`config.mk`:
```
export PLATFORM = sky130hd
export DESIGN_NAME = tern_net_eval
export DESIGN_NICKNAME = d
export VERILOG_FILES = /design/src/rtl/tern_pkg.sv /design/src/rtl/tern_gate.sv /design/src/rtl/sweep_ctrl.sv /design/src/rtl/tern_net_eval.sv
export SDC_FILE = /design/constraint.sdc
export NUM_CORES = 1
export LEC_CHECK = 0
export ABC_AREA = 1
export BUFFER_PORTS_ARGS = -buffer_cell sky130_fd_sc_hd__buf_2
export CORE_MARGIN = 2
export CORE_UTILIZATION = 48
export DETAILED_ROUTE_END_ITERATION = 6
export GPL_ROUTABILITY_DRIVEN = 0
export PLACE_DENSITY = 0.77
export SLEW_MARGIN = 15
export SYNTH_ARGS = -nofsm -noshare
export SYNTH_HDL_FRONTEND = slang
export SYNTH_SLANG_ARGS = --single-unit
```
`constraint.sdc`:
```
create_clock -name clk -period 4.1 [get_ports clk]
set_clock_uncertainty 0.05 [all_clocks]
set_input_delay 0 -clock clk [delete_from_list [all_inputs] [get_ports clk]]
set_output_delay 0 -clock clk [all_outputs]
set_load 0.03 [all_outputs]
```
`src/rtl/tern_pkg.sv`:
```
package tern_pkg;

    typedef enum logic [1:0] {
        T_UNK  = 2'b00,
        T_ONE  = 2'b01,
        T_ZERO = 2'b10
    } tern_t;

    typedef enum logic {
        G_AND = 1'b0,
        G_NOT = 1'b1
    } gkind_e;

    typedef enum logic [1:0] {
        S_IDLE  = 2'd0,
        S_SWEEP = 2'd1,
        S_DONE  = 2'd2
    } eval_state_e;

endpackage

```
`src/rtl/tern_gate.sv`:
```
module tern_gate
    import tern_pkg::*;
#(
    parameter gkind_e KIND  = G_AND,
    parameter int     FANIN = 2,
    localparam int    CW    = $clog2(FANIN + 1)
) (
    input  logic                  clk,
    input  logic                  rst_n,
    input  logic                  clear,
    input  logic                  step,
    input  logic [FANIN-1:0][1:0] in_w,
    output logic [1:0]            out_w,
    output logic                  changed
);

    logic [FANIN-1:0] is_zero;
    logic [FANIN-1:0] is_one;
    logic [FANIN-1:0] known;
    logic [FANIN-1:0] seen_q;
    logic [FANIN-1:0] fresh;
    logic [CW-1:0]    pending_q;
    logic [CW-1:0]    fresh_cnt;
    logic [1:0]       eval_w;
    logic [1:0]       out_q;

    for (genvar k = 0; k < FANIN; k++) begin : g_in
        assign is_zero[k] = (in_w[k] == T_ZERO);
        assign is_one[k]  = (in_w[k] == T_ONE);
    end
    assign known = is_zero | is_one;
    assign fresh = known & ~seen_q;

    always_comb begin
        fresh_cnt = '0;
        for (int k = 0; k < FANIN; k++) begin
            fresh_cnt = fresh_cnt + CW'(fresh[k]);
        end
    end

    if (KIND == G_AND) begin : g_and
        always_comb begin
            if (|is_zero)      eval_w = T_ZERO;
            else if (&is_one)  eval_w = T_ONE;
            else               eval_w = T_UNK;
        end
    end else begin : g_not
        always_comb begin
            if (is_zero[0])     eval_w = T_ONE;
            else if (is_one[0]) eval_w = T_ZERO;
            else                eval_w = T_UNK;
        end
    end

    always_ff @(posedge clk or negedge rst_n) begin
        if (!rst_n) begin
            out_q     <= T_UNK;
            pending_q <= CW'(FANIN);
            seen_q    <= '0;
        end else if (clear) begin
            out_q     <= T_UNK;
            pending_q <= CW'(FANIN);
            seen_q    <= '0;
        end else if (step) begin
            out_q     <= eval_w;
            pending_q <= pending_q - fresh_cnt;
            seen_q    <= known;
        end
    end

    assign out_w   = out_q;
    assign changed = step && !clear && (eval_w != out_q);

    a_r5_pending_bound: assert property (@(posedge clk) disable iff (!rst_n)
        pending_q <= CW'(FANIN));

    a_r12_proven_holds: assert property (@(posedge clk) disable iff (!rst_n)
        (out_q != T_UNK && !clear) |=> out_q == $past(out_q));

    if (KIND == G_AND) begin : g_and_chk
        a_r3_one_needs_all: assert property (@(posedge clk) disable iff (!rst_n)
            (out_q == T_ONE) |-> pending_q == '0);
    end else begin : g_not_chk
        a_r4_not_waits: assert property (@(posedge clk) disable iff (!rst_n)
            (out_q != T_UNK) |-> (pending_q == '0 && in_w[0] != T_UNK));
    end

endmodule

```
`src/rtl/sweep_ctrl.sv`:
```
module sweep_ctrl
    import tern_pkg::*;
#(
    parameter int  NGATES = 4,
    localparam int SCW    = $clog2(NGATES + 2) + 1
) (
    input  logic clk,
    input  logic rst_n,
    input  logic start,
    input  logic any_change,
    output logic clear,
    output logic step,
    output logic done
);

    eval_state_e    state_q, state_d;
    logic [SCW-1:0] sweep_cnt_q;

    always_comb begin
        state_d = state_q;
        if (start) begin
            state_d = S_SWEEP;
        end else begin
            unique case (state_q)
                S_IDLE:  state_d = S_IDLE;
                S_SWEEP: if (!any_change) state_d = S_DONE;
                S_DONE:  state_d = S_DONE;
                default: state_d = S_IDLE;
            endcase
        end
    end

    always_ff @(posedge clk or negedge rst_n) begin
        if (!rst_n) state_q <= S_IDLE;
        else        state_q <= state_d;
    end

    always_comb begin
        clear = start;
        step  = 1'b0;
        done  = 1'b0;
        unique case (state_q)
            S_IDLE:  ;
            S_SWEEP: step = 1'b1;
            S_DONE:  done = 1'b1;
            default: ;
        endcase
    end

    always_ff @(posedge clk or negedge rst_n) begin
        if (!rst_n)                        sweep_cnt_q <= '0;
        else if (start)                    sweep_cnt_q <= '0;
        else if (state_q == S_SWEEP)       sweep_cnt_q <= sweep_cnt_q + 1'b1;
    end

    a_r10_bound: assert property (@(posedge clk) disable iff (!rst_n)
        (state_q == S_SWEEP) |-> sweep_cnt_q <= SCW'(NGATES));

    a_r10_done_after_quiet: assert property (@(posedge clk) disable iff (!rst_n)
        (state_q == S_SWEEP && !start && !any_change) |=> done);

    a_r11_restart: assert property (@(posedge clk) disable iff (!rst_n)
        start |=> (state_q == S_SWEEP && sweep_cnt_q == '0));

endmodule

```
`src/rtl/tern_net_eval.sv`:
```
module tern_net_eval
    import tern_pkg::*;
#(
    parameter int  NGATES = 4,
    localparam int NWIRES = NGATES + 2
) (
    input  logic       clk,
    input  logic       rst_n,
    input  logic       start,
    input  logic       in_i,
    input  logic       in_j,
    output logic [1:0] x_val,
    output logic [1:0] y_val,
    output logic       done,
    output logic       non_constructive
);

    logic [1:0] w_i, w_j, w_x, w_y, w_nx, w_ny;
    logic       clear, step;
    logic [NGATES-1:0] chg;
    logic [NWIRES-1:0] unk;

    always_ff @(posedge clk or negedge rst_n) begin
        if (!rst_n) begin
            w_i <= T_UNK;
            w_j <= T_UNK;
        end else if (start) begin
            w_i <= in_i ? T_ONE : T_ZERO;
            w_j <= in_j ? T_ONE : T_ZERO;
        end
    end

    tern_gate #(.KIND(G_NOT), .FANIN(1)) u_ny (
        .clk(clk), .rst_n(rst_n), .clear(clear), .step(step),
        .in_w(w_y), .out_w(w_ny), .changed(chg[0]));

    tern_gate #(.KIND(G_AND), .FANIN(2)) u_x (
        .clk(clk), .rst_n(rst_n), .clear(clear), .step(step),
        .in_w({w_i, w_ny}), .out_w(w_x), .changed(chg[1]));

    tern_gate #(.KIND(G_NOT), .FANIN(1)) u_nx (
        .clk(clk), .rst_n(rst_n), .clear(clear), .step(step),
        .in_w(w_x), .out_w(w_nx), .changed(chg[2]));

    tern_gate #(.KIND(G_AND), .FANIN(2)) u_y (
        .clk(clk), .rst_n(rst_n), .clear(clear), .step(step),
        .in_w({w_j, w_nx}), .out_w(w_y), .changed(chg[3]));

    sweep_ctrl #(.NGATES(NGATES)) u_ctrl (
        .clk(clk), .rst_n(rst_n), .start(start), .any_change(|chg),
        .clear(clear), .step(step), .done(done));

    assign unk = {w_i == T_UNK, w_j == T_UNK, w_x == T_UNK,
                  w_y == T_UNK, w_nx == T_UNK, w_ny == T_UNK};

    assign x_val            = w_x;
    assign y_val            = w_y;
    assign non_constructive = done && (|unk);

    a_r1_legal_code: assert property (@(posedge clk) disable iff (!rst_n)
        (x_val != 2'b11) && (y_val != 2'b11));

    a_r6_exclusive: assert property (@(posedge clk) disable iff (!rst_n)
        (x_val == T_ONE) |-> (y_val == T_ZERO));

    a_r12_done_steady: assert property (@(posedge clk) disable iff (!rst_n)
        (done && !start) |=> (done && $stable(x_val) && $stable(y_val)));

endmodule

```
==> impl_metrics.env <==
export IMPL_run_status="completed"
export IMPL_final_cell_area_um2=1080
export IMPL_worst_hold_path_class="in -> async"
export IMPL_area_growth_pct=16.5
export IMPL_powerDensity_nw_per_um2=299
export IMPL_most_frequent_cell_after_synthesis="nand2_1"
export IMPL_ys_types=18
export IMPL_grt_pass1_vias=814
export IMPL_io_buffer_count=10
export IMPL_final_nets=162
export IMPL_total_placed_cells_including_tap_cells=169
export IMPL_layout_cells_sized_above_1_pct=19.0
export IMPL_critPathCaptureType="register"
export IMPL_multi_input_area_um2=484
export IMPL_drcViolationCount=0
export IMPL_clockRootBuffer="clkbuf_4"
export IMPL_die_area_um2=2290
export IMPL_via_count_of_the_routed_design=911
export IMPL_ys_warn_count=0
export IMPL_p_leak_nw=0.581
export IMPL_count_of_cells_resized_by_post_cts_repair=0
export IMPL_rsz0062_at_grt="no"
export IMPL_grt_max_degree=15
export IMPL_max_clock_path_buffers=2
export IMPL_grt_pass1_wl_um=3490
export IMPL_crit_type="in -> reg"
export IMPL_clk_transition_reported_paths_ns=0.08
export IMPL_grt_busiest_layer="met2"
export IMPL_yosysSeqAreaShare_pct=37.9
export IMPL_detailedPlacementHpwl_um=1620
export IMPL_critical_path_endpoint="w_j[0]"
export IMPL_worst_slew_pin_slew_ns=0.303
export IMPL_chipHeight_um=47.9
export IMPL_synthTopCellsByCount="nand2_1 (48), dfrtp_1 (14), inv_1 (14), nand3_1 (14), o22ai_1 (9)"
export IMPL_global_route_usage_total_pct=21.9
export IMPL_post_synth_xor_area_fraction_pct=0.947
export IMPL_crit_reg2reg_capture="u_ctrl.state_q[1]"
export IMPL_clock_tree_htree_level_count=1
export IMPL_synth_edf_count=0
export IMPL_synth_top_family_by_area="simple AND/OR/NAND/NOR gates"
export IMPL_postRouteWirelength_um=2050
export IMPL_synth_compound_area_share_pct=11.5
export IMPL_postSynthAreaPerCell_um2=6.85
export IMPL_start_util_pct=52.4
export IMPL_post_synth_and_or_nand_nor_area_fraction_pct=37.2
export IMPL_maxClockFrequency_ghz=0.559
export IMPL_fin_total_pwr_uw=322
export IMPL_detail_route_antenna_nets=0
export IMPL_fp_row_count=15
export IMPL_number_of_antenna_cells_inserted=0
export IMPL_synthesis_instances=135
export IMPL_synth_seq_cells=14
export IMPL_vias_per_cell=5.12
export IMPL_tritoncts="done"
export IMPL_fin_cells=178
export IMPL_final_seq_area_um2=350
export IMPL_synth_largest_area_cell="dfrtp_1"
export IMPL_synth_async_sr_flop_share_pct=100
export IMPL_report_final_setup_viol=0
export IMPL_fillers=184
export IMPL_drv_cap=0
export IMPL_syn_num_nets=142
export IMPL_routed_wire_length_per_instance_um=11.5
export IMPL_cts_buffers_inserted=3
export IMPL_hold_viol=0
export IMPL_grt_util_met1_pct=29.5
export IMPL_relSlewSlack_pct=79.8
export IMPL_worst_skew_late_latency_ns=0.28
export IMPL_core_area_um2=1760
export IMPL_reg2reg_slack_ns=2.63
export IMPL_worst_path_required_ns=4.22
export IMPL_layout_worst_path_cycle_share_pct=43.6
export IMPL_numClockSinks=14
export IMPL_grt_remaining_overflow=0
export IMPL_critical_path_data_arrival_time_ns=1.90
export IMPL_reg2reg_depth=8
export IMPL_finalWorstPathRequiredPeriod_ns=1.79
export IMPL_cp_start_kind="primary input"
export IMPL_top_cells_by_area_synth="dfrtp_1 (38%), nand2_1 (19%), nand3_1 (7.6%)"
export IMPL_r2r_start="u_ctrl.state_q[1]"
export IMPL_synth_adder_area_share_pct=2.71
export IMPL_worst_ir_drop_vdd_v=0.000197
export IMPL_crit_path_max_fanout=7
export IMPL_drv_slew=0
export IMPL_chipWidth_um=47.9
export IMPL_fin_setup_tns_ns=0
export IMPL_dominantRegCellSynth="dfrtp_1"
export IMPL_netlist_area_leader_share_pct=37.9
export IMPL_post_dp_cell_area_um2=995
export IMPL_drt_first_pass_iters=4
export IMPL_antenna_found_initial=0
export IMPL_final_core_utilization_pct=61.1
export IMPL_start_point_of_the_critical_path="start"
export IMPL_global_route_usage_met2_pct=34.7
export IMPL_floorplan_io_pins=11
export IMPL_detailedRoute_firstIterationViolations=26
export IMPL_netlist_area_um2=925
export IMPL_gr_layer_usage_met3_pct=4.53
export IMPL_synth_mux_area_fraction_pct=0
## kinds of logic after synthesis
group,Yosys count
buffers and inverters,22
and+or+nand+nor,78
DFF,14
adders and majority gates,2
AOI/OAI and AO/OA,18
xor gates and xnor gates,1
## layout by cell type, fill, tap and decap left out, drive strengths merged
cell and count:
nand2 53, inv 20, nand3 15, dfrtp 14, buf 10, o22ai 9, nor2 8, o21ai 7
dlygate4sd3 6, clkbuf 3, nand4 2, ha 2, o31ai 1, xor2 1, o21bai 1, clkinv 1
## state kept, by name (all words and copies together) (netlist names)
register and flops:
u_ny.out_w 2, w_i 2, w_j 2, u_y.out_w 2, u_x.out_w 2, u_nx.out_w 2
u_ctrl.state_q 2
## routing by layer
layer / wire length [um] / vias up
met5: 0 / -
met4: 27 / 0
met3: 106 / 4
met2: 954 / 26
met1: 961 / 410
li1: - / 471
## per-stage QoR
step | hold WS, ns | setup slack (ns)
after floorplan | -0.346 | 2.72
after global placement | -0.139 | 2.71
after detailed placement | -0.140 | 2.64
after CTS | 0.0924 | 2.33
after global routing | 0.130 | 2.22
final | 0.0843 | 2.31
## worst min path at each step
stage                        endpoint  slack [ns]  start
finish                         w_j[1]        0.08  rst_n
global route                   w_j[1]        0.13  rst_n
CTS                            w_j[0]        0.09  rst_n
detailed placement       u_x.out_w[1]       -0.14  rst_n
global placement        u_nx.out_w[1]       -0.14  rst_n
floorplan           u_ctrl.state_q[0]       -0.35  rst_n
## final cells by class
class                   count  share of cell area [%]
multi-input cells          99                    44.9
inverters                  21                    7.32
repair buffers             16                    10.2
flip-flops and latches     14                    32.5
well taps                  25                    2.90
clock buffers               3                    2.09
## power by group
group | internal, mW | switching [mW] | total [mW]
Clock | 0.0340 | 0.0402 | 0.0743
Combinational | 0.0315 | 0.0566 | 0.0881
Sequential | 0.147 | 0.0120 | 0.159
Total | 0.213 | 0.109 | 0.322
## what timing repair did
action / 4_1_cts / 5_1_grt
hold buffers: 6 / 0
hold endpoints to repair: 18 / 0
setup buffers: 0 / 0
## critical path, stage by stage
cell and delay, ns:
dlygate4sd3_1 0.53, buf_2 0.16, nand2_1 0.06, dlygate4sd3_1 0.53
o21ai_0 0.07, dlygate4sd3_1 0.55
No activity file was read; power rests on OpenSTA's default activity.
